[src/rtl/sensor_cmd_decoder.sv]
module sensor_cmd_decoder #(
  parameter int WORDS  = 8,
  parameter int WIDTH  = 16,
  parameter int REPEAT = 375
) (
  input  logic                     clk,
  input  logic                     rst_n,
  input  logic                     cmd_valid,
  input  logic [3:0]               cmd_op,
  input  logic [$clog2(WORDS*WIDTH)-1:0] cmd_addr,
  input  logic [WIDTH-1:0]         cmd_data,
  output logic                     conv_start,
  output logic                     dout_en,
  output logic [WORDS*WIDTH-1:0]   work_regs
);
  localparam int BITS = WORDS * WIDTH;
  localparam int AW   = $clog2(BITS);
  localparam int SW   = $clog2(WORDS);
  localparam int CW   = $clog2(REPEAT + 1);

  logic [BITS-1:0]  nvm;
  logic [WIDTH-1:0] wreg [WORDS];
  logic [CW-1:0]    cnt;
  logic [AW-1:0]    last;

  wire is_nop   = cmd_op == 4'h0;
  wire is_wr    = cmd_op == 4'h1;
  wire is_bit   = cmd_op == 4'h2;
  wire is_erase = cmd_op == 4'h4;
  wire is_start = cmd_op[3] & ~cmd_op[0];
  wire known    = is_nop | is_wr | is_bit | is_erase | is_start;
  wire take     = cmd_valid & known;

  wire          same = (cnt != '0) && (last == cmd_addr);
  wire [CW-1:0] nxt  = same ? cnt + 1'b1 : CW'(1);
  wire          done = nxt == CW'(REPEAT);

  for (genvar w = 0; w < WORDS; w++) begin : g_out
    assign work_regs[w*WIDTH +: WIDTH] = wreg[w];
  end

  always_ff @(posedge clk or negedge rst_n) begin
    if (!rst_n) begin
      nvm        <= '0;
      cnt        <= '0;
      last       <= '0;
      conv_start <= 1'b0;
      dout_en    <= 1'b0;
      for (int w = 0; w < WORDS; w++) wreg[w] <= '0;
    end else begin
      conv_start <= take & is_start;
      if (take) begin
        if (is_bit) begin
          if (done) begin
            nvm[cmd_addr] <= 1'b1;
            cnt           <= '0;
          end else begin
            cnt  <= nxt;
            last <= cmd_addr;
          end
        end else begin
          cnt <= '0;
        end
        if (is_erase) nvm <= '0;
        if (is_wr) wreg[cmd_addr[SW-1:0]] <= cmd_data;
        if (is_start) begin
          dout_en <= ~cmd_op[2];
          if (cmd_op[1])
            for (int w = 0; w < WORDS; w++) wreg[w] <= nvm[w*WIDTH +: WIDTH];
        end
      end
    end
  end

  assert_reserved_ignored_R9: assert property (@(posedge clk) disable iff (!rst_n)
    (cmd_valid && !known) |=> ($stable(work_regs) && $stable(nvm) && $stable(dout_en)
                               && !conv_start && $stable(cnt)));

  assert_start_pulse_R6: assert property (@(posedge clk) disable iff (!rst_n)
    conv_start |-> $past(cmd_valid && is_start));

  assert_set_only_R3: assert property (@(posedge clk) disable iff (!rst_n)
    !(cmd_valid && is_erase) |=> ((nvm & $past(nvm)) == $past(nvm)));

  assert_erase_clears_R5: assert property (@(posedge clk) disable iff (!rst_n)
    (cmd_valid && is_erase) |=> (nvm == '0));

  assert_enable_hold_R8: assert property (@(posedge clk) disable iff (!rst_n)
    !(cmd_valid && is_start) |=> $stable(dout_en));

  assert_count_range_R4: assert property (@(posedge clk) disable iff (!rst_n)
    cnt < CW'(REPEAT));
endmodule

[config.mk]
export PLATFORM = sky130hd
export DESIGN_NAME = sensor_cmd_decoder
export DESIGN_NICKNAME = d
export VERILOG_FILES = /design/src/rtl/sensor_cmd_decoder.sv
export SDC_FILE = /design/constraint.sdc
export NUM_CORES = 1
export LEC_CHECK = 0
export BUFFER_PORTS_ARGS = -buffer_cell sky130_fd_sc_hd__buf_2
export CAP_MARGIN = 20
export CELL_PAD_IN_SITES_DETAIL_PLACEMENT = 1
export CELL_PAD_IN_SITES_GLOBAL_PLACEMENT = 1
export CORE_ASPECT_RATIO = 1.4
export CORE_MARGIN = 4
export CORE_UTILIZATION = 45
export DETAILED_ROUTE_END_ITERATION = 10
export PLACE_DENSITY = 0.84
export SLEW_MARGIN = 20
export SYNTH_ARGS = -nofsm -noshare
export SYNTH_HDL_FRONTEND = slang
export SYNTH_SLANG_ARGS = --single-unit
export TNS_END_PERCENT = 30
[constraint.sdc]
create_clock -name clk -period 2.5 [get_ports clk]
set_input_delay 0.5 -clock clk [delete_from_list [all_inputs] [get_ports clk]]
set_output_delay 0.5 -clock clk [all_outputs]
set_load 0.03 [all_outputs]
# [Word level (Yosys, flattened, before mapping)]
# Cells that the tools add are included.
[classes] n_addsub=1 n_lt_le_gt_ge=4 eq_ne=5 muxes=14 bitwise_logic=12 reduce_logical=10
[ops] operator="2-to-1 mux 128 bit" count=6
[ops] operator="bitwise mux 128 bit" count=1
[ops] operator="OR 128 bit" count=1
[ops] operator="demux 16 bit (select 3 bit)" count=1
[ops] operator="2-to-1 mux 9 bit" count=3
[ops] operator="2-to-1 mux 16 bit" count=1
[ops] operator="adder 9 x 1 -> 9 bit, second input constant" count=1
[ops] operator="equality test 9 bit, second input constant" count=1
[ops] operator="nonzero test 9 bit" count=1
[ops] operator="less-than comparator 7 x 8 -> 1 bit, second input constant" count=1
[ops] operator="demux 1 bit (select 7 bit)" count=1
[ops] operator="equality test 7 bit" count=1
[ops] operator=">= comparator 7 x 1 -> 1 bit, second input constant" count=1
[ops] operator="AND reduction 3 bit" count=2
[ops] operator="equality test 4 x 1 -> 1 bit, second input constant" count=1
[ops] operator="equality test 4 x 2 -> 1 bit, second input constant" count=1
[ops] operator="equality test 4 x 3 -> 1 bit, second input constant" count=1
[ops] operator=">= comparator 4 bit, second input constant" count=1
[ops] operator="logical NOT 4 bit" count=1
[ops] operator="less-than comparator 4 x 1 -> 1 bit, second input constant" count=1
[ops] operator="inverter 3 -> 4 bit" count=1
[ops] operator="OR 1 bit" count=4
[ops] operator="nonzero test 2 bit" count=2
[ops] operator="bitwise AND 1 bit" count=3
[ops] operator="other kinds (4)" count=8
[word_totals] register_bits=274 inputBits=30

# [Depth between registers and ports, before layout]
# Gate-level depths: netlist (run 1).
[depth] ltp_word=9 depth_mapped=9 mapped_depth_nobuf=7

# [Worst setup path before layout (run 1)]
# Ideal clock, no wire load.
[synth_timing] kind="input -> register" startpoint="input port cmd_addr[2]" endpoint="register nvm[38]" arrival_time_ns=2.041 required_ns=2.416 path_slack_ns=0.375 cell_stages=8 path_buffers=3 cell_sequence="clkbuf_1 -> xnor2_1 -> nand3_1 -> nor4_4 -> buf_6 -> nand3_4 -> clkbuf_2 -> o21ai_0"
[synth_between] elab_chain_len=8 word_cells_on_any_way=15 cone_classes="2 x order compare; 2 x eq/ne; 6 x mux; 1 x bitwise; 4 x reduce/logical"
[synth_rtl] item="start, declared" line="10" text="input logic [$clog2(WORDS*WIDTH)-1:0] cmd_addr,"
[synth_rtl] item="less-than comparator 7 x 8 -> 1 bit (not written as such) or >= comparator 7 x 1 -> 1 bit (tied branches)" line="55" text="nvm[cmd_addr] <= 1'b1;"
[synth_rtl] item="logical AND 1 bit (not written as such)" line="55"
[synth_rtl] item="2-to-1 mux 1 bit (not written as such)" line="55"
[synth_rtl] item="demux 1 bit (select 7 bit)" line="55"
[synth_rtl] item="OR 128 bit (no source line)"
[synth_rtl] item="2-to-1 mux 128 bit" line="54" text="if (done) begin"
[synth_rtl] item="2-to-1 mux 128 bit" line="53" text="if (is_bit) begin"
[synth_rtl] item="2-to-1 mux 128 bit" line="64" text="if (is_erase) nvm <= '0;"
[synth_rtl] item="end signal, assigned" line="44" text="nvm <= '0;"
[synth_rtl] item="end signal, assigned by index" line="55"
[synth_rtl] item="end signal, assigned" line="64"
[synth_rtl] item="end, declared" line="21" text="logic [BITS-1:0] nvm;"
# Parallel ways exist; a longest one is shown, timed or not. The select of a mux whose other input is x is not followed.
# A chain may end at the register's enable or synchronous reset.

# [Worst setup path after layout (run 1)]
[layout_timing] startpoint="register cnt[0]" endpoint="register nvm[79]"
[layout_between] elab_chain_len=6 word_cells_on_any_way=7 cone_classes="1 x add/sub; 1 x eq/ne; 1 x mux; 4 x reduce/logical"
[layout_rtl] item="start, declared" line="23" text="logic [CW-1:0] cnt;"
[layout_rtl] item="start signal, assigned" line="58" text="cnt <= nxt;"
[layout_rtl] item="branches (longest 2 deep; another with adder 9 x 1 -> 9 bit)"
[layout_rtl] item="2-to-1 mux 9 bit *" line="35" text="wire [CW-1:0] nxt = same ? cnt + 1'b1 : CW'(1);"
[layout_rtl] item="equality test 9 bit *" line="36" text="wire done = nxt == CW'(REPEAT);"
[layout_rtl] item="nonzero test 2 bit (no source line) *"
[layout_rtl] item="AND reduction 3 bit (no source line) *"
# Every way passes the cells marked *.

==> flow_summary.json, run 1 <==
{
  "ys_seq_elements": 274,
  "area_growth_pct": 21.34,
  "path_cells": "inv_1 > ha_1 > nor4b_2 > nand3_2 > buf_4 > nor4b_2 > buf_4 > a41oi_1 > nor2_1",
  "fin_nets": 1366,
  "drc": 0,
  "worstSetupEndpointType": "flop",
  "drv_slew": 0,
  "grt_max_degree": 80,
  "gp_congestion": 0.8880,
  "cts_inserted_buffers": 27,
  "hp-class": "in -> reg",
  "clock_latency_ns": 0.55,
  "ys_seq_area_share_pct": 57.97,
  "num_rows": 69,
  "hold_viol_final": 0,
  "worstSetupPathType": "reg -> reg",
  "core_um2": 25640,
  "io_pins": 160,
  "cp_max_fo": 8,
  "min_to": "dout_en",
  "dr_total_vias": 9766,
  "ys_warn_count": 0,
  "ir_drop_mv": 0.5654,
  "fin_crit_sh_pct": 96.45,
  "clock.fmax_ghz": 0.4147,
  "r2r_start": "cnt[0]",
  "port_buffers": 159,
  "synth.net_count": 1186,
  "grt_pass1_vias": 10890,
  "worst_slack_ns": 0.08883,
  "ant_nets": 0,
  "dr.first_iter.drc_count": 937,
  "cts_tree": "yes",
  "synth_area_leaders": "dfrtp_1, mux2i_1, a21oi_1, o21ai_0, nand2_1",
  "dr.pass1.iters": 5,
  "min_from": "cmd_op[2]",
  "status": "completed",
  "htreeDepth": 1,
  "start_util_pct": 46.13,
  "die_area_um2": 28980,
  "die_w_um": 145.0,
  "timing.critical_path.max_delay_family": "simple AND/OR/NAND/NOR gates",
  "synth_area_um2": 11830,
  "synth_top_area_share_pct": 57.97,
  "relSlewSlack_pct": 70.26,
  "regToRegEndpoint": "nvm[79]",
  "routedWlPerCell_um": 24.40,
  "finalWorstPathRequiredPeriod_ns": 2.411,
  "ys_types": 41,
  "critical_path.max_stage_delay_ns": 0.44,
  "p_leak_nw": 7.698,
  "total_power_mw": 12.81,
  "grt-ovfl-total": 0,
  "async_reset_ff_share_pct": 100.0,
  "place_ws_ns": -0.1052,
  "dieHeight_um": 199.8,
  "synth-main-ff-cell": "dfrtp_1",
  "skew_ns": 0.02136,
  "crit_slowest_cell": "dfrtp_2",
  "crit_required_ns": 2.96,
  "clk_root_buffer_cell": "clkbuf_16",
  "avgSynthCellArea_um2": 10.25,
  "rrSetupSlack_ns": 0.09,
  "whs_ns": 0.2585,
  "worst_slew_pin_slew_ns": 0.4400,
  "worstPathArrival_ns": 2.87,
  "synthesis.instances": 1154,
  "finalSetupViolCount": 0,
  "cts.sinks": 274,
  "start_kind": "flop",
  "r2r_cells": 9,
  "power_density_nw_per_um2": 892.9,
  "yosysTopAreaCell": "dfrtp_1",
  "gr-usage-all-layers_pct": 28.17,
  "vias_per_cell": 5.844,
  "antenna_found_initial": 0,
  "antenna_cells": 0,
  "fill_cells": 2811,
  "grt_setup_unrepaired": "yes",
  "drt_wl_total_um": 40770,
  "drive_above_1_share_pct": 22.34,
  "register_area_um2": 6858,
  "hold_path_depth": 2,
  "grt_pass1_wl_um": 64130,
  "dpl.hpwl_um": 26710,
  "multiInputGateArea_um2": 4187,
  "clkSlewWorstSetupHoldPaths_ns": 0.07,
  "clockBufferDepth": 3,
  "path_buf_inv": 3,
  "synth_edf_count": 0,
  "cap_violations": 0
}
-- Yosys cell counts, types with 8 or more instances --
| cell type | number |
|---|---|
| a31oi_1 | 8 |
| mux2i_1 | 128 |
| dfrtp_1 | 274 |
| nor2b_1 | 18 |
| a41oi_1 | 8 |
| nand2_1 | 146 |
| nor3_1 | 8 |
| clkbuf_2 | 17 |
| nor2_1 | 21 |
| o21ai_0 | 122 |
| o21ai_2 | 8 |
| clkbuf_1 | 28 |
| inv_1 | 135 |
| buf_2 | 23 |
| nand3_1 | 15 |
| a21oi_1 | 131 |
-- worst max-delay path by stage --
stage / from / slack, ns / endpoint / cells after the start
global placement: cnt[0] / 0.06 / nvm[120] / 7
detailed placement: cnt[0] / -0.11 / nvm[120] / 7
CTS: cnt[0] / 0.007 / nvm[36] / 8
finish: cnt[0] / 0.09 / nvm[79] / 9
global route: cnt[0] / -0.07 / nvm[77] / 9
floorplan: cmd_addr[2] / 0.37 / nvm[38] / 8
-- sequential cells by signal, summed over array words and instances (netlist names) --
signal,count
conv_start,1
cnt,9
last,7
work_regs,128
nvm,128
dout_en,1
-- layer usage --
layer | global-route usage, % | up-vias | wire [um]
li1 | - | 4184 | -
met1 | 33.13 | 5016 | 15090
met2 | 50.40 | 434 | 21040
met3 | 5.104 | 132 | 2496
met4 | 13.59 | 0 | 2148
met5 | 0 | - | 0
-- per-stage QoR --
| stage | std cells | util (%) | setup TNS, ns | instance area [um2] |
|---|---|---|---|---|
| detailed placement | 1622 | 52.06 | -1.328 | 13350 |
| CTS | 1671 | 55.84 | 0 | 14320 |
| finish | 1671 | 55.97 | 0 | 14350 |
| floorplan | 1154 | - | 0 | 11830 |
| global route | 1671 | 55.97 | -0.7843 | 14350 |
| global placement | 1622 | 52.06 | 0 | 13350 |
-- power breakdown --
| part | switching [mW] | total (mW) | leakage [nW] | internal [mW] |
|---|---|---|---|---|
| clock network | 1.76 | 4.24 | 0.450 | 2.48 |
| logic | 2.26 | 3.14 | 3.77 | 0.874 |
| registers | 0.392 | 5.44 | 3.47 | 5.05 |
-- logic make-up (layout without fill, tap and decap cells) --
kind of cell             Yosys count  in the layout  synth area share (%)
AO/OA/AOI/OAI                    285            285                 12.85
XOR/XNOR                           9              9                0.6665
adder cells (fa/ha/maj)            2              2                0.2115
buffers and inverters            210            408                 7.310
flip-flops                       274            274                 57.97
multiplexers                     135            135                 11.50
AND/OR/NAND/NOR                  239            239                 9.489
-- layout make-up --
cell class              instances  share of cell area (%)
well taps                     319                   2.781
multi-input cells             670                   29.17
flip-flops and latches        274                   47.79
clock inverters                 6                  0.6016
clock buffers                  41                   5.772
inverters                     135                   3.531
repair buffers                226                   10.36
-- cells in the final DEF (no fill, tap or decap), drive strengths merged, types with 2 or more instances in the layout --
cell and count:
nor4b 7, and3 5, a41oi 8, xor2 3, nor4 4, a21oi 132, clkbuf 41, xnor2 6
mux2i 128, dfrtp 274, nand3 17, ha 2, buf 225, nor2 21, mux2 7, inv 136
clkinv 2, a32o 2, nor3 8, nand2 146, bufinv 2, nor2b 18, o21ai 132, nand2b 7
and4 2, a31oi 8
-- what timing repair did --
action	4_1_cts	5_1_grt
endpoints found under the hold margin	37	0
gates resized for setup	8	23
pin swaps	2	2
setup buffers	1	0
setup endpoints to repair	64	134
hold buffers	1	0
-- worst reg2reg max path, stage by stage, from the launching register on --
cell and delay [ns]:
dfrtp_2 0.44, inv_1 0.07, ha_1 0.33, nor4b_2 0.28, nand3_2 0.26, buf_4 0.24, nor4b_2 0.22, buf_4 0.20
a41oi_1 0.13, nor2_1 0.15
Note: power is estimated with default switching activity, not from simulation.
==> inputs of run 2 (changes only) <==
- PLACE_DENSITY: 0.84 -> 0.82
==> run 2 against run 1 <==
Compared with the run above:
- via count shrank 2.3%
- critical endpoint is now nvm[12]
- global-route usage fell by 1.7 points
- sequential power hardly changed
- critical path depth unchanged
- die area stayed put
- maximum frequency up 1.8%
- flip-flop and latch count unchanged
- cell count is 0.30% lower
- highest routed layer unchanged
==> flow_summary.json, run 2 (synthesis results as in run 1) <==
{
  "dpl.hpwl_um": 25850,
  "top_usage_layer": "met2",
  "start_util_pct": 46.13,
  "grt_pass1_vias": 10520,
  "vias_per_cell": 5.726,
  "clock.fmax_ghz": 0.4221,
  "worstSetupPathType": "reg -> reg",
  "drt_wl_total_um": 38510,
  "fin_nets": 1362,
  "worstPathArrival_ns": 2.80,
  "ant_nets": 0,
  "htreeDepth": 1,
  "area_growth_pct": 20.45,
  "clk_root_buffer_cell": "clkbuf_16",
  "gp_congestion": 0.8487,
  "num_rows": 69,
  "die_w_um": 145.0,
  "fin_crit_sh_pct": 94.77,
  "grt_pass1_wl_um": 60330,
  "start_kind": "flop",
  "fin_setup_tns_ns": 0,
  "antenna_found_initial": 0,
  "cap_violations": 0,
  "drv_slew": 0,
  "hold_viol_final": 0,
  "hp-class": "in -> reg",
  "cts.sinks": 274,
  "worstSetupEndpointType": "flop",
  "power_density_nw_per_um2": 882.4,
  "grt_setup_unrepaired": "yes",
  "relSlewSlack_pct": 40.25,
  "most-common-layout-cells": "dfrtp_1, buf_2, nand2_1, inv_1, a21oi_1",
  "cts_tree": "yes",
  "drive_above_1_share_pct": 21.68,
  "dr.pass1.iters": 5,
  "die_area_um2": 28980,
  "ir_drop_mv": 0.5007,
  "total_power_mw": 12.57,
  "cp_max_fo": 16,
  "grt_util_met3_pct": 3.930,
  "finalWorstPathRequiredPeriod_ns": 2.369,
  "whs_ns": 0.2505,
  "grt_max_degree": 86,
  "worst_slack_ns": 0.1308,
  "port_buffers": 159,
  "place_ws_ns": -0.1150,
  "drc": 0,
  "cts_inserted_buffers": 27,
  "dr_total_vias": 9539,
  "core_um2": 25640,
  "fill_cells": 2836,
  "clock_latency_ns": 0.53,
  "worst_slew_pin_slew_ns": 0.8944,
  "dr.first_iter.drc_count": 616,
  "crit_required_ns": 2.93,
  "routedWlPerCell_um": 23.11,
  "p_leak_nw": 7.647,
  "antenna_cells": 0,
  "layout_commonest_cell": "dfrtp_1",
  "clkSlewWorstSetupHoldPaths_ns": 0.06,
  "io_pins": 160,
  "status": "completed",
  "met2_usage_pct": 47.72,
  "grtUsageMet1_pct": 32.03,
  "grt-ovfl-total": 0,
  "dieHeight_um": 199.8,
  "finalSetupViolCount": 0,
  "gr-usage-all-layers_pct": 26.48,
  "clockBufferDepth": 3,
  "skew_ns": 0.01311
}
run 2: changes by cell type in the layout (fill, tap and decap cells not counted), moves of 2 or more:
cell | previous run | this run
buf_4 | 52 | 47
clkbuf_1 | 4 | 8
clkbuf_8 | 10 | 5
clkinv_2 | 2 | 4
o21ai_0 | 105 | 108
o21ai_1 | 18 | 16
run 2: power by group:
part / switching [mW] / internal [mW] / leakage, nW
clock: 1.70 / 2.33 / 0.422
combinational: 2.20 / 0.871 / 3.75
sequential: 0.417 / 5.05 / 3.47
total: 4.32 / 8.25 / 7.65
run 2: per-stage QoR:
| step | utilization, % | std cells | cell area, um2 |
|---|---|---|---|
| 2_1_floorplan | - | 1154 | 11830 |
| 3_3_place_gp | 51.91 | 1617 | 13310 |
| 3_5_place_dp | 51.91 | 1617 | 13310 |
| 4_1_cts | 55.40 | 1665 | 14210 |
| 5_1_grt | 55.56 | 1666 | 14250 |
| 6_report | 55.56 | 1666 | 14250 |
run 2: timing repair:
action,CTS,global route
setup buffers,1,1
endpoints found under the setup margin,35,120
hold buffers,1,0
endpoints found under the hold margin,57,0
gates resized for setup,7,19
pin swaps,1,0
run 2: layout make-up:
type                    count  area (um2)  share of cell area (%)
repair buffers            222        1460                   10.25
clock inverters             6       80.08                  0.5621
well taps                 319       399.1                   2.802
inverters                 135       506.7                   3.557
flip-flops and latches    274        6858                   48.14
multi-input cells         670        4168                   29.26
clock buffers              40       774.5                   5.436
run 2: path summary, 6_finish.rpt:
kind                                start              to  slack [ns]  cells past startpoint
worst max-delay path               cnt[0]         nvm[12]        0.13                      9
worst min-delay path            cmd_op[2]         dout_en        0.25                      2
worst max register to register     cnt[0]         nvm[12]        0.13                      9
worst min register to register     nvm[3]          nvm[3]        0.48                      2
max in group asynchronous           rst_n  work_regs[113]        1.20                      3
min in group asynchronous           rst_n  work_regs[105]        0.54                      2
run 2: worst max-delay path, cell delays in order, from the launching register on:
cell     delay, ns
dfrtp_2       0.44
inv_1         0.06
ha_1          0.20
nor4b_1       0.14
a211o_1       0.36
nor4_4        0.24
buf_6         0.22
nand3_1       0.17
buf_4         0.23
o21ai_0       0.21
run 2: layer usage:
| metal | up-vias | part of all wire, % |
|---|---|---|
| met2 | 336 | 51 |
| li1 | 4174 | - |
| met4 | 0 | 4.6 |
| met1 | 4933 | 39 |
| met5 | - | 0 |
| met3 | 96 | 5.1 |
==> inputs of run 3 (changes only) <==
- BUFFER_PORTS_ARGS: -buffer_cell sky130_fd_sc_hd__buf_2 -> not set
- CORE_UTILIZATION: 45 -> 40
- DONT_BUFFER_PORTS: not set -> 1
- PLACE_DENSITY: 0.82 -> 0.68
==> run 3 against run 2 <==
Compared with the run above:
- the run now ends with negative hold slack left
- largest power group unchanged
- via count down 12%
- global-route usage shrank 4.4 points
- routed wire length fell by 7.3%
==> flow_summary.json, run 3 (synthesis results as in run 1) <==
{
  "worstSetupEndpointType": "flop",
  "vias_per_cell": 5.369,
  "clkSlewWorstSetupHoldPaths_ns": 0.06,
  "drc": 0,
  "p_leak_nw": 6.993,
  "grtUsageMet1_pct": 28.18,
  "grt_pass1_vias": 9154,
  "grt_max_degree": 275,
  "cp_max_fo": 8,
  "port_buffers": 0,
  "violations": "negative hold slack",
  "fill_cells": 3192,
  "timing.critical_path.max_delay_family": "simple AND/OR/NAND/NOR gates",
  "drv_slew": 0,
  "placed_area_um2": 12490,
  "area_growth_pct": 13.32,
  "fin_nets": 1196,
  "gp_congestion": 0.9088,
  "rrSetupSlack_ns": 0.14,
  "status": "finished, violations left",
  "layout_commonest_cell": "dfrtp_1",
  "dr_total_vias": 8376,
  "fin_cells": 1560,
  "finalSetupViolCount": 0,
  "dieHeight_um": 211.5,
  "skew_ns": 0.01198,
  "cp-startpoint": "cnt[0]",
  "worstPathArrival_ns": 2.81,
  "whs_ns": -0.3334,
  "hold_viol_final": 274,
  "cts.sinks": 274,
  "dpl.hpwl_um": 24240,
  "finalWorstPathRequiredPeriod_ns": 2.359,
  "drt_wl_total_um": 35720,
  "routedWlPerCell_um": 22.90,
  "register_area_um2": 6858,
  "grt_pass1_wl_um": 56170,
  "clockBufferDepth": 3,
  "cts_tree": "yes",
  "io_pins": 160,
  "clock.fmax_ghz": 0.4239,
  "fin_setup_tns_ns": 0,
  "start_kind": "flop",
  "clock_latency_ns": 0.54,
  "antenna_found_initial": 0,
  "start_util_pct": 40.55,
  "worst_slew_pin_slew_ns": 0.8593,
  "ant_nets": 0,
  "most-common-layout-cells": "dfrtp_1, nand2_1, inv_1, a21oi_1, mux2i_1",
  "met2_usage_pct": 38.85,
  "antenna_cells": 0,
  "path_buf_inv": 2,
  "r2r_start": "cnt[0]",
  "grt_util_met3_pct": 3.783,
  "htreeDepth": 1,
  "top_usage_layer": "met2",
  "relSlewSlack_pct": 42.60,
  "clk_root_buffer_cell": "clkbuf_16",
  "crit_slowest_cell": "dfrtp_2",
  "dr.pass1.iters": 5,
  "multiInputGateArea_um2": 4161,
  "critical_path.max_stage_delay_ns": 0.43,
  "cts_inserted_buffers": 27,
  "core_um2": 29170,
  "hp-class": "in -> async",
  "dr.first_iter.drc_count": 590,
  "ir_drop_mv": 0.5255,
  "worstSetupPathType": "reg -> reg",
  "gr-usage-all-layers_pct": 22.06,
  "crit_required_ns": 2.95,
  "fin_crit_sh_pct": 94.35,
  "power_density_nw_per_um2": 876.6,
  "num_rows": 74,
  "grt-ovfl-total": 0,
  "cap_violations": 0,
  "die_area_um2": 32420,
  "placed_cells": 1512,
  "drive_above_1_share_pct": 10.51,
  "path_cells": "inv_1 > ha_1 > nor4b_2 > nand3_2 > nor4b_4 > buf_4 > nand2_1 > o21ai_0",
  "die_w_um": 153.3,
  "final_cell_area_um2": 13400
}
## run 3: timing repair
action	CTS	global route
endpoints found under the setup margin	58	114
setup buffers	0	3
gates resized for setup	5	14
pin swaps	0	3
hold endpoints to repair	274	274
## run 3: worst reg2reg max path, cell delays in order (launching register included)
cell	delay [ns]
dfrtp_2	0.43
inv_1	0.06
ha_1	0.31
nor4b_2	0.25
nand3_2	0.22
nor4b_4	0.37
buf_4	0.17
nand2_1	0.18
o21ai_0	0.26
## run 3: cell type report
| class | instances | share of cell area (%) |
|---|---|---|
| well taps | 380 | 3.547 |
| flip-flops and latches | 274 | 51.17 |
| clock buffers | 39 | 5.676 |
| inverters | 135 | 3.781 |
| multi-input cells | 670 | 31.05 |
| repair buffers | 56 | 4.164 |
| clock inverters | 6 | 0.6161 |
## run 3: through the flow
step	power (mW)	worst slack (ns)	utilization (%)
after floorplan	7.394	0.3745	-
after global placement	7.811	0.1004	42.83
after detailed placement	7.880	-0.08807	42.83
after CTS	11.90	0.02613	45.83
after global routing	12.29	-0.008033	45.95
final	11.75	0.1412	45.95
## run 3: final timing paths
kind | end | depth (start not counted)
max | nvm[82] | 8
min | work_regs[84] | 0
max reg2reg | nvm[82] | 8
min reg2reg | nvm[24] | 2
max in group asynchronous | cnt[0] | 0
min in group clk | dout_en | 1
## run 3: per-layer routing
metal  vias up  share of wire [%]
met5         -                  0
met4         0                2.9
met3        54                5.0
met2       192                 51
met1      4291                 41
li1       3839                  -
## run 3: power breakdown
group	total, mW	switching (mW)	internal (mW)	leakage [nW]
logic	1.02	0.587	0.433	3.11
registers	6.73	1.70	5.03	3.47
clock network	3.99	1.69	2.30	0.411
total	11.7	3.98	7.77	6.99
